$ cat config.mk
export PLATFORM = sky130hd
export DESIGN_NAME = match_timer_wdog
export DESIGN_NICKNAME = d
export VERILOG_FILES = /design/src/rtl/mtw_pkg.sv /design/src/rtl/mtw_counter.sv /design/src/rtl/mtw_channel.sv /design/src/rtl/mtw_wdog.sv /design/src/rtl/match_timer_wdog.sv
export SDC_FILE = /design/constraint.sdc
export NUM_CORES = 1
export LEC_CHECK = 0
export BUFFER_PORTS_ARGS = -buffer_cell sky130_fd_sc_hd__buf_2
export CORE_MARGIN = 2
export CORE_UTILIZATION = 35
export DETAILED_ROUTE_END_ITERATION = 6
export SYNTH_ARGS = -nofsm -noshare
export SYNTH_HDL_FRONTEND = slang
export SYNTH_SLANG_ARGS = --single-unit
$ cat constraint.sdc
create_clock -name clk -period 9.15 [get_ports clk]
set_clock_uncertainty 0.15 [all_clocks]
set_input_delay 0 -clock clk [delete_from_list [all_inputs] [get_ports clk]]
set_output_delay 0 -clock clk [all_outputs]
set_load 0.01 [all_outputs]
$ cat src/rtl/mtw_pkg.sv
`timescale 1ns/1ps
package mtw_pkg;
  localparam int ADDR_W = 8;
  localparam int BUS_W  = 32;
  localparam logic [ADDR_W-1:0] A_COUNT    = 8'h00;
  localparam logic [ADDR_W-1:0] A_CMP_BASE = 8'h08;
  localparam logic [ADDR_W-1:0] A_IEN      = 8'h24;
  localparam logic [ADDR_W-1:0] A_ARM      = 8'h28;
  localparam logic [ADDR_W-1:0] A_STAT     = 8'h2C;
  localparam logic [ADDR_W-1:0] A_TRIG     = 8'h30;
  localparam logic [ADDR_W-1:0] A_SNAP     = 8'h34;
endpackage

$ cat src/rtl/mtw_counter.sv
`timescale 1ns/1ps
module mtw_counter #(
  parameter int CW = 32
) (
  input  logic          clk,
  input  logic          rst_n,
  input  logic          tick_en,
  input  logic          snap_req,
  output logic [CW-1:0] cnt_q,
  output logic [CW-1:0] cnt_nxt,
  output logic [CW-1:0] snap_q
);
  // next count feeds the compare channels so a match lands on the same edge
  assign cnt_nxt = tick_en ? cnt_q + CW'(1) : cnt_q;

  always_ff @(posedge clk or negedge rst_n) begin
    if (!rst_n) begin
      cnt_q  <= '0;
      snap_q <= '0;
    end else begin
      cnt_q <= cnt_nxt;
      if (snap_req) snap_q <= cnt_q;
    end
  end
endmodule

$ cat src/rtl/mtw_channel.sv
`timescale 1ns/1ps
module mtw_channel #(
  parameter int CW = 32
) (
  input  logic          clk,
  input  logic          rst_n,
  input  logic          tick_en,
  input  logic [CW-1:0] cnt_nxt,
  input  logic          cmp_we,
  input  logic [CW-1:0] cmp_wdata,
  input  logic          irq_en,
  input  logic          stat_clr,
  output logic [CW-1:0] cmp_q,
  output logic          hit,
  output logic          stat_q
);
  assign hit = tick_en && (cnt_nxt == cmp_q);

  always_ff @(posedge clk or negedge rst_n) begin
    if (!rst_n) begin
      cmp_q  <= '0;
      stat_q <= 1'b0;
    end else begin
      if (cmp_we) cmp_q <= cmp_wdata;
      if (hit && irq_en) stat_q <= 1'b1;
      else if (stat_clr) stat_q <= 1'b0;
    end
  end
endmodule

$ cat src/rtl/mtw_wdog.sv
`timescale 1ns/1ps
module mtw_wdog (
  input  logic clk,
  input  logic rst_n,
  input  logic arm_we,
  input  logic arm_wbit,
  input  logic ch_en,
  input  logic hit,
  output logic wd_en_q,
  output logic rst_req_q
);
  logic fire;
  assign fire = hit && ch_en && wd_en_q;

  always_ff @(posedge clk or negedge rst_n) begin
    if (!rst_n) begin
      wd_en_q   <= 1'b0;
      rst_req_q <= 1'b0;
    end else begin
      rst_req_q <= fire;
      if (fire) wd_en_q <= 1'b0;
      else if (arm_we) wd_en_q <= arm_wbit;
    end
  end
endmodule

$ cat src/rtl/match_timer_wdog.sv
`timescale 1ns/1ps
module match_timer_wdog
  import mtw_pkg::*;
#(
  parameter int NCH    = 6,
  parameter int CW     = 32,
  parameter int WD_IDX = NCH - 1
) (
  input  logic              clk,
  input  logic              rst_n,
  input  logic              tick_en,
  input  logic              bus_wr,
  input  logic [ADDR_W-1:0] bus_addr,
  input  logic [BUS_W-1:0]  bus_wdata,
  output logic [BUS_W-1:0]  bus_rdata,
  output logic [NCH-1:0]    irq,
  output logic              sys_rst_req
);
  logic [CW-1:0]  cnt_q, cnt_nxt, snap_q;
  logic [CW-1:0]  cmp [NCH];
  logic [NCH-1:0] hit, stat, ien_q;
  logic           wd_en;
  logic           wr_ien, wr_arm, wr_stat, snap_req;

  assign wr_ien   = bus_wr && (bus_addr == A_IEN);
  assign wr_arm   = bus_wr && (bus_addr == A_ARM);
  assign wr_stat  = bus_wr && (bus_addr == A_STAT);
  assign snap_req = bus_wr && (bus_addr == A_TRIG) && bus_wdata[0];

  function automatic logic [BUS_W-1:0] zext(input logic [CW-1:0] v);
    logic [BUS_W-1:0] r;
    r = '0;
    r[CW-1:0] = v;
    return r;
  endfunction

  mtw_counter #(.CW(CW)) u_cnt (
    .clk(clk), .rst_n(rst_n), .tick_en(tick_en), .snap_req(snap_req),
    .cnt_q(cnt_q), .cnt_nxt(cnt_nxt), .snap_q(snap_q)
  );

  for (genvar g = 0; g < NCH; g++) begin : g_ch
    logic cmp_we;
    assign cmp_we = bus_wr && (bus_addr == ADDR_W'(int'(A_CMP_BASE) + 4*g));
    mtw_channel #(.CW(CW)) u_ch (
      .clk(clk), .rst_n(rst_n), .tick_en(tick_en), .cnt_nxt(cnt_nxt),
      .cmp_we(cmp_we), .cmp_wdata(bus_wdata[CW-1:0]), .irq_en(ien_q[g]),
      .stat_clr(wr_stat && bus_wdata[g]),
      .cmp_q(cmp[g]), .hit(hit[g]), .stat_q(stat[g])
    );
  end

  always_ff @(posedge clk or negedge rst_n) begin
    if (!rst_n) ien_q <= '0;
    else if (wr_ien) ien_q <= bus_wdata[NCH-1:0];
  end

  mtw_wdog u_wd (
    .clk(clk), .rst_n(rst_n), .arm_we(wr_arm), .arm_wbit(bus_wdata[0]),
    .ch_en(ien_q[WD_IDX]), .hit(hit[WD_IDX]),
    .wd_en_q(wd_en), .rst_req_q(sys_rst_req)
  );

  assign irq = stat;

  always_comb begin
    bus_rdata = '0;
    case (bus_addr)
      A_COUNT: bus_rdata = zext(cnt_q);
      A_IEN:   bus_rdata[NCH-1:0] = ien_q;
      A_ARM:   bus_rdata[0] = wd_en;
      A_STAT:  bus_rdata[NCH-1:0] = stat;
      A_SNAP:  bus_rdata = zext(snap_q);
      default: bus_rdata = '0;
    endcase
    for (int i = 0; i < NCH; i++) begin
      if (bus_addr == ADDR_W'(int'(A_CMP_BASE) + 4*i)) bus_rdata = zext(cmp[i]);
    end
  end
endmodule

# ---- Word level (Yosys, flattened, before mapping)
# Index checks and enable logic that the tools add are counted.
dict set report totals {
  ff_bits 270
  in_bits 44
  out_inout_bits 39
  elab_cells 97
}
dict set report classes {
  n_addsub 1
  eq_ne 17
  mux 24
  reduce_logical 38
}
# cell count
set ops {}
lappend ops {{$mux W32} 7}
lappend ops {{$eq A32 B32 Y1} 6}
lappend ops {{$pmux W26 S2} 1}
lappend ops {{$eq A8 B6 Y1 const B} 5}
lappend ops {{$add A32 B1 Y32 const B} 1}
lappend ops {{$eq A8 B5 Y1 const B} 4}
lappend ops {{$logic_and A1 B1 Y1} 30}
lappend ops {{$pmux W5 S4} 1}
lappend ops {{$eq A8 B4 Y1 const B} 2}
lappend ops {{$mux W1} 14}
lappend ops {{$reduce_bool A2 Y1} 7}
lappend ops {{$logic_not A8 Y1} 1}
lappend ops {{$pmux W1 S5} 1}

# ---- Depth between registers and ports, before layout
# Gate-level depths: netlist (run 1).
dict set report depth {
  ltp_word 8
  mapped_depth 11
  mapped_depth_nobuf 9
}

# ---- Modules after synthesis
# Synthesis (run 1) repeated with hierarchy kept, for this count alone.
dict set report hier_totals {
  cells_unflattened 1430
  hier_area_um2 15481.1
}
# module n_inst cells_each area_per_inst_um2 seq_area_each_um2
set by_module_without_submodules {}
lappend by_module_without_submodules {mtw_channel 6 127 1597.8 825.8}
lappend by_module_without_submodules {match_timer_wdog 1 463 3164.3 150.1}
lappend by_module_without_submodules {mtw_counter 1 200 2652.5 1601.5}
lappend by_module_without_submodules {mtw_wdog 1 5 77.6 50.0}

# ---- Least setup slack after synthesis (run 1)
# OpenSTA, ideal clock, no wires.
dict set report synth_path {
  kind {register to register}
  start {register u_cnt.cnt_q[1]}
  end {register g_ch[3].u_ch.stat_q}
  setup_time_ns 0.066
  t_arrival_ns 3.147
  t_required_ns 8.934
  setup_slack_ns 5.787
  stages_incl_launch_ff 10
  n_path_buf 0
  period_less_slack_ns 3.363
  cell_sequence {dfrtp_1 ha_1 nand3_2 nor4_4 xnor2_2 xnor2_1 or4_1 or4_1 nor4_1 a22o_1}
}
dict set report synth_between {
  elab_chain_len 6
  elab_cells_between_ends 7
  cone_classes {1 x add/sub; 1 x eq/ne; 2 x mux; 3 x reduce/logical}
}
# element line
set synth_lines {}
lappend synth_lines {{start: declaration} mtw_counter.sv:9} ;# output logic [CW-1:0] cnt_q,
lappend synth_lines {{start signal: assignment} mtw_counter.sv:21} ;# cnt_q <= cnt_nxt;
lappend synth_lines {{$add A32 B1 Y32} mtw_counter.sv:14} ;# assign cnt_nxt = tick_en ? cnt_q + CW'(1) : cnt_q;
lappend synth_lines {{$mux W32 *} mtw_counter.sv:14}
lappend synth_lines {{$eq A32 B32 Y1 *} mtw_channel.sv:17} ;# assign hit = tick_en && (cnt_nxt == cmp_q);
lappend synth_lines {{$logic_and A1 B1 Y1 *} mtw_channel.sv:17}
lappend synth_lines {{$logic_and A1 B1 Y1 *} mtw_channel.sv:25} ;# if (hit && irq_en) stat_q <= 1'b1;
lappend synth_lines {{$mux W1 / $reduce_bool A2 Y1 (equally long branches)} -}
lappend synth_lines {{end signal: assignment} mtw_channel.sv:22} ;# stat_q <= 1'b0;
lappend synth_lines {{end signal: assignment} mtw_channel.sv:25}
lappend synth_lines {{end signal: assignment} mtw_channel.sv:26} ;# else if (stat_clr) stat_q <= 1'b0;
lappend synth_lines {{end: declaration} mtw_channel.sv:15} ;# output logic stat_q
# Every way passes the cells marked *; elsewhere a longest branch is shown, timed or not.
# A chain may end at the register's enable or synchronous reset.

# ---- Worst setup path after layout (run 1)
dict set report layout_path {
  start {register u_cnt.cnt_q[0]}
  end {register u_wd.wd_en_q}
}
dict set report layout_between {
  elab_chain_len 7
  elab_cells_between_ends 8
  cone_classes {1 x add/sub; 1 x eq/ne; 2 x mux; 4 x reduce/logical}
}
# element line
set layout_lines {}
lappend layout_lines {{$add A32 B1 Y32} mtw_counter.sv:14}
lappend layout_lines {{$mux W32 *} mtw_counter.sv:14}
lappend layout_lines {{$eq A32 B32 Y1 *} mtw_channel.sv:17}
lappend layout_lines {{$logic_and A1 B1 Y1 *} mtw_channel.sv:17}
lappend layout_lines {{$logic_and A1 B1 Y1 * (2 in series)} mtw_wdog.sv:13} ;# assign fire = hit && ch_en && wd_en_q;
lappend layout_lines {{net u_wd.fire} mtw_wdog.sv:12} ;# logic fire;
lappend layout_lines {{$mux W1 / $reduce_bool A2 Y1 (equally long branches)} -}
lappend layout_lines {{end signal: assignment} mtw_wdog.sv:22} ;# else if (arm_we) wd_en_q <= arm_wbit;
lappend layout_lines {{end: declaration} mtw_wdog.sv:9} ;# output logic wd_en_q,
# Mark *: on every way through the listed nets, which the timed path passes. The rest lies on a longest branch.

==> impl_metrics.tcl, run 1 <==
set metrics [dict create \
    status "finished, final reports clean" \
    final_cell_mix "270 x dfrtp_1, 231 x mux2_2, 132 x xnor2_1" \
    multiInputGateArea_um2 8820 \
    antenna_found_initial 0 \
    syn-num-nets 1516 \
    rsz0062_at_grt "false" \
    p_seq_share_pct 43.1 \
    netlist_top_cells_area "dfrtp_1 42%, mux2_2 16%, xnor2_1 7.2%" \
    final_common_cell "dfrtp_1" \
    setup_violations 0 \
    synth_seq_cells 270 \
    coreArea_um2 45400 \
    p_leak_nw 8.20 \
    holdWs_ns 0.0942 \
    rows 78 \
    switching_share_pct 30.1 \
    post_cts_buffers 0 \
    worst_hold_path_type "in -> reg" \
    ys_seq_area_share_pct 42.0 \
    cts_tree "yes" \
    worst-endpoint-arrival_ns 5.42 \
    max_slew.worst_pin.slew_ns 1.17 \
    synthCells 1471 \
    grt_pass1_vias 13000 \
    clkPwrFrac_pct 39.7 \
    grt_pass1_wl_um 90300 \
    synth_warnings 0 \
    max_slew_margin_pct 21.7 \
    cp_slowest_cell "nor4_4" \
    grt_overflow 0 \
    cts.clk_slew.worst_paths_ns 0.06 \
    cp_top_family "simple AND/OR/NAND/NOR gates" \
    yosysUniqueCellTypes 84 \
    htree_num_levels 1 \
    hpwl_um 44500 \
    fin_tns_setup_ns 0 \
    ir_drop_mv 0.146 \
    synth-edff-count 0 \
    drv_cap 0 \
    final_nets 1591 \
    grt_max_degree 84 \
    dieArea_um2 47700 \
    path_class "reg -> reg" \
    numCtsBuffers 31 \
    syn_area_per_cell_um2 10.9 \
    seq_area_um2 6760 \
    dp_cells 2074 \
    stdcell_count 2167 \
    synth_area_um2 16100 \
    maxSlewViolCount 0 \
    crit_buf_inv 1 \
    cts_root_buf "clkbuf_16" \
    critPathMaxFanout 14 \
    grt_use_total_pct 25.5 \
    clk_latency_ns 0.60 \
    fin_crit_sh_pct 55.8 \
    die_x_um 218 \
    num_vias 12900 \
    synth_top_area_share_pct 42.0 \
    cp_cell_sequence "ha_1, nand3_2, nor4_4, nand3_4, xnor2_1, o211ai_1, or4_1, nor4_2, a21oi_1, dlygate4sd3_1" \
    switchingPower_w 0.000956 \
    syn2layout_area_growth_pct 14.9 \
    yosys.area.top_type "dfrtp_1" \
    fillers 4342 \
    io_buffers 82 \
    fmax_mhz 196 \
    dp_slack_ns 4.66 \
    async_flop_share_pct 100 \
    clockBufferDepth 3 \
    first_pass_iters 5 \
    max_stage_delay_ns 0.90 \
    crit_path_end_kind "flip-flop" \
    powerDensity_nw_per_um2 172 \
    start_util_pct 35.5 \
    ant_nets 0 \
    worstPathRequired_ns 9.46 \
    drt_iter0_drc 1336 \
    final_layout_size_suffix_gt1_share_pct 27.3 \
    p_int_w 0.00222 \
    io_pins 83 \
    period_needed_ns 5.11 \
    critPathLaunchType "flip-flop" \
    hold_viol_final 0 \
    drc_errors 0 \
    die_height_um 218 \
    combPwrFrac_pct 17.2 \
    viasPerCell 5.94 \
    gp_congestion 1.06 \
    setup_ws_ns 4.04 \
    wirelength_um 60600 \
    timing.reg2reg.setup_slack_ns 4.04 \
    synthFlopType "dfrtp_1" \
    clock_sink_count 270 \
    post_drt_wl_per_cell_um 27.9 \
]
final cells by class:
class / count / area share (%)
Antenna cell: 1 / 0.0135
Inverter: 37 / 0.751
Tap cell: 600 / 4.06
Clock buffer: 43 / 4.76
Multi-Input combinational cell: 1061 / 47.7
Timing Repair Buffer: 145 / 5.45
Sequential cell: 270 / 36.5
Clock inverter: 10 / 0.731
power groups by stage:
| stage | sequential [W] | combinational [W] | clock, W |
|---|---|---|---|
| final | 0.00137 | 0.000547 | 0.00126 |
| after global routing | 0.00138 | 0.000573 | 0.00133 |
| after CTS | 0.00137 | 0.000537 | 0.00128 |
| after detailed placement | 0.00139 | 0.000519 | 0 |
| after global placement | 0.00138 | 0.000521 | 0 |
| after floorplan | 0.00132 | 0.000365 | 0 |
cell families (layout without fill, tap and decap cells):
kind of cell / count (synthesis) / count (layout) / share of synthesized area [%]
and+or+nand+nor: 358 / 358 / 12.8
DFF: 270 / 270 / 42.0
muxes: 238 / 238 / 16.6
other: 0 / 1 / 0
buffers and inverters: 140 / 235 / 3.63
xor gates and xnor gates: 224 / 224 / 13.5
AOI/OAI and AO/OA: 240 / 240 / 11.4
adders and majority gates: 1 / 1 / 0.0777
timing repair:
action,in CTS,in global routing
gates resized for setup,0,0
hold endpoints to repair,292,0
hold buffers,39,0
metal layers:
layer / wire, µm / part of all wire, % / vias up / GRT usage (%)
met2: 28200 / 47 / 536 / 41.5
met4: 2100 / 3.5 / 0 / 8.59
met3: 3850 / 6.3 / 109 / 3.95
met1: 26400 / 44 / 6620 / 34.6
met5: 0 / 0 / - / 0
li1: - / - / 5602 / -
synth_stat cells, types with 17 or more instances:
library cell	number
a22oi_1	71
nor4_1	27
xnor2_1	132
buf_1	22
nand2_1	64
inv_1	37
nand3_1	33
o21ai_0	28
a41oi_1	18
a21oi_1	17
mux2_2	231
dfrtp_1	270
clkbuf_1	61
xor2_1	77
nor2_1	61
nand4_1	51
a222oi_1	22
nor3_1	18
worst reg2reg max path: stages, from the launching register on:
cell and delay (ns):
dfrtp_1 0.79, ha_1 0.40, nand3_2 0.23, nor4_4 0.90, nand3_4 0.25, xnor2_1 0.44, o211ai_1 0.31, or4_1 0.59
nor4_2 0.26, a21oi_1 0.08, dlygate4sd3_1 0.58
registers in the layout, summed over array words and instances, names as in the netlist:
register          cells
g_ch.u_ch.cmp_q     192
u_cnt.cnt_q          32
u_cnt.snap_q         32
g_ch.u_ch.stat_q      6
ien_q                 6
u_wd.rst_req_q        1
u_wd.wd_en_q          1
worst paths after layout:
path | depth (start not counted) | to | from
worst max-delay path | 10 | u_wd.wd_en_q | u_cnt.cnt_q[0]
worst min-delay path | 3 | g_ch[5].u_ch.cmp_q[15] | bus_wdata[15]
worst max register to register | 10 | u_wd.wd_en_q | u_cnt.cnt_q[0]
worst min register to register | 1 | u_cnt.snap_q[8] | u_cnt.snap_q[8]
max in group asynchronous | 5 | g_ch[4].u_ch.cmp_q[29] | rst_n
min in group asynchronous | 4 | g_ch[5].u_ch.cmp_q[10] | rst_n
through the flow:
step | util (%) | total power [W] | area (µm²)
final | 40.8 | 0.00318 | 18500
after CTS | 40.7 | 0.00318 | 18500
after detailed placement | 37.6 | 0.00191 | 17100
after floorplan | - | 0.00168 | 16100
after global placement | 37.6 | 0.00190 | 17100
after global routing | 40.7 | 0.00328 | 18500
(Power assumes the default switching activity.)
==> inputs of run 2 (changes only) <==
Settings changed: ABC_AREA set to 1.
Clock period 9.15 ns to 5.33 ns, I/O delays scaled along.
==> run 2 against run 1 <==
Worst setup slack got worse by 2.6 ns. Wire length rose by 0.84%. Synthesized area fell by 3.9%. Largest power group is now the clock network. Design area fell by 2.4%. Clock power rose by 85%. Critical endpoint is now bus_rdata[30]. Sequential power rose by 68%. Flip-flop and latch count did not move. The flow now finishes with violations (hold timing).
==> impl_metrics.tcl, run 2 <==
set metrics [dict create \
    status "finished, violations left" \
    violations "hold timing" \
    synth_area_um2 15500 \
    synthFlopType "dfrtp_1" \
    clockBufferDepth 3 \
    grt_overflow 0 \
    start_util_pct 35.2 \
    worst_hold_path_type "in -> async" \
    crit_path_end_kind "output pin" \
    ir_drop_mv 0.201 \
    worstPathRequired_ns 5.18 \
    critPathMaxFanout 16 \
    syn2layout_area_growth_pct 16.7 \
    rsz0062_at_grt "false" \
    cts_tree "yes" \
    max_slew.worst_pin.slew_ns 1.15 \
    clkPwrFrac_pct 42.5 \
    synth_seq_cells 270 \
    htree_num_levels 2 \
    io_buffers 82 \
    clock_sink_count 270 \
    yosysMostFrequentCell "nand2_1" \
    largest_register_ff_count 192 \
    die_x_um 214 \
    first_pass_iters 6 \
    worst-endpoint-arrival_ns 3.77 \
    grt_max_degree 153 \
    p_seq_share_pct 41.8 \
    synthTopCellsByCount "709 x nand2_1, 288 x o21ai_0, 270 x dfrtp_1" \
    path_class "in -> out" \
    drt_iter0_drc 2050 \
    final_common_cell "nand2_1" \
    die_height_um 214 \
    top_register "g_ch.u_ch.cmp_q" \
    viasPerCell 5.35 \
    syn-num-nets 2212 \
    cts_hold_buf 43 \
    powerDensity_nw_per_um2 304 \
    ys_seq_area_share_pct 43.7 \
    ant_nets 0 \
    cts_root_buf "clkbuf_16" \
    final_nets 2319 \
    combPwrFrac_pct 15.7 \
    p_leak_nw 8.30 \
    io_pins 83 \
    synthCells 2167 \
    fmax_mhz 255 \
    grt_pass1_wl_um 92400 \
    period_needed_ns 3.92 \
    hold_viol_final 12 \
    syn_area_per_cell_um2 7.14 \
    max_slew_margin_pct 23.2 \
    synth-edff-count 0 \
    netlist_top_cells_area "dfrtp_1 44%, nand2_1 17%, o21ai_0 9.3%" \
    drc_errors 0 \
    final_layout_size_suffix_gt1_share_pct 9.36 \
    async_flop_share_pct 100 \
    diodes 0 \
    total_power_w 0.00549 \
    holdWs_ns -0.0381 \
    critPathLaunchType "primary input" \
    yosysUniqueCellTypes 45 \
    cts-resized-gates 0 \
    num_vias 15500 \
    switchingPower_w 0.00165 \
    reg_top3 "g_ch.u_ch.cmp_q (192), u_cnt.cnt_q (32), u_cnt.snap_q (32)" \
    fin_tns_setup_ns 0 \
    grt_use_total_pct 26.5 \
    post_dp_cell_area_um2 16500 \
    fillers 4621 \
    setup_violations 0 \
    yosys.area.top_type "dfrtp_1" \
    post_cts_buffers 0 \
    post_drt_wl_per_cell_um 21.1 \
    gp_congestion 1.01 \
    final_core_util_pct 41.1 \
    synth_top_area_share_pct 43.7 \
    fin_crit_sh_pct 73.5 \
    coreArea_um2 43900 \
    hpwl_um 44000 \
    grt_pass1_vias 14500 \
    clk_latency_ns 0.56 \
    synth_warnings 0 \
    dieArea_um2 45900 \
    final_cell_mix "703 x nand2_1, 288 x o21ai_0, 270 x dfrtp_1" \
    antenna_found_initial 0 \
    rows 77 \
    cts.clk_slew.worst_paths_ns 0.05 \
    maxSlewViolCount 0 \
    switching_share_pct 30.1 \
    p_int_w 0.00384 \
    final_area_um2 18000 \
    drv_cap 0 \
    numCtsBuffers 34 \
    setup_ws_ns 1.41 \
    dp_slack_ns 2.01 \
    wirelength_um 61100 \
]
-- run 2: logic make-up (layout without fill, tap and decap cells) --
kind of cell / after synthesis / after routing / share of synthesized area, %
flip-flops: 270 / 270 / 43.7
buffers and inverters: 315 / 444 / 7.85
AO/OA/AOI/OAI: 397 / 397 / 14.6
XOR/XNOR: 66 / 66 / 3.74
multiplexers: 1 / 1 / 0.0728
AND/OR/NAND/NOR: 1117 / 1117 / 29.9
adder cells (fa/ha/maj): 1 / 1 / 0.0809
-- run 2: critical path: stages --
cell	delay, ns
dlygate4sd3_1	0.52
buf_2	0.10
inv_1	0.04
nand2_1	0.09
nor3_1	0.09
nand2_1	0.85
clkinv_1	0.73
buf_4	0.43
a221oi_1	0.31
o21ai_0	0.17
nor2_1	0.11
o2111ai_1	0.13
buf_2	0.17
-- run 2: path summary, 6_finish.rpt --
check	from	endpoint	slack, ns	cells after the start
max	bus_addr[7]	bus_rdata[30]	1.41	13
min reg2reg	u_cnt.snap_q[9]	u_cnt.snap_q[9]	0.33	2
max in group asynchronous	rst_n	u_cnt.cnt_q[10]	3.63	3
min	rst_n	g_ch[2].u_ch.cmp_q[28]	-0.04	2
min in group clk	bus_addr[6]	g_ch[1].u_ch.stat_q	0.04	7
max reg2reg	u_cnt.cnt_q[0]	g_ch[1].u_ch.stat_q	2.25	13
-- run 2: power groups by stage --
stage / clock, W / combinational [W] / sequential (W)
4_1_cts: 0.00236 / 0.000845 / 0.00229
3_3_place_gp: 0 / 0.000810 / 0.00232
2_1_floorplan: 0 / 0.000530 / 0.00228
3_5_place_dp: 0 / 0.000817 / 0.00233
6_report: 0.00233 / 0.000860 / 0.00230
5_1_grt: 0.00246 / 0.000946 / 0.00231
-- run 2: final cells by class --
class	count	area [µm²]	share of cell area [%]
multi-input combinational	1582	7530	41.7
inverter	242	908	5.03
clock buffer	51	1020	5.63
sequential	270	6760	37.4
clock inverter	7	95.1	0.527
timing repair buffer	144	1010	5.57
tap	592	741	4.10
-- run 2: through the flow --
| step | hold slack [ns] | instances |
|---|---|---|
| 6_report | -0.0381 | 2888 |
| 5_1_grt | 0.0969 | 2888 |
| 4_1_cts | 0.0138 | 2888 |
| 3_5_place_dp | 0.0222 | 2787 |
| 3_3_place_gp | 0.00963 | 2787 |
| 2_1_floorplan | -0.446 | 2167 |
-- run 2: layer usage --
metal / GRT usage, % / part of all wire (%) / vias up / wire length, µm
met5: 0 / 0 / - / 0
met4: 9.88 / 3.6 / 0 / 2190
met3: 3.52 / 8.3 / 139 / 5040
met2: 39.9 / 43 / 747 / 26400
met1: 38.6 / 45 / 7372 / 27400
li1: - / - / 7199 / -
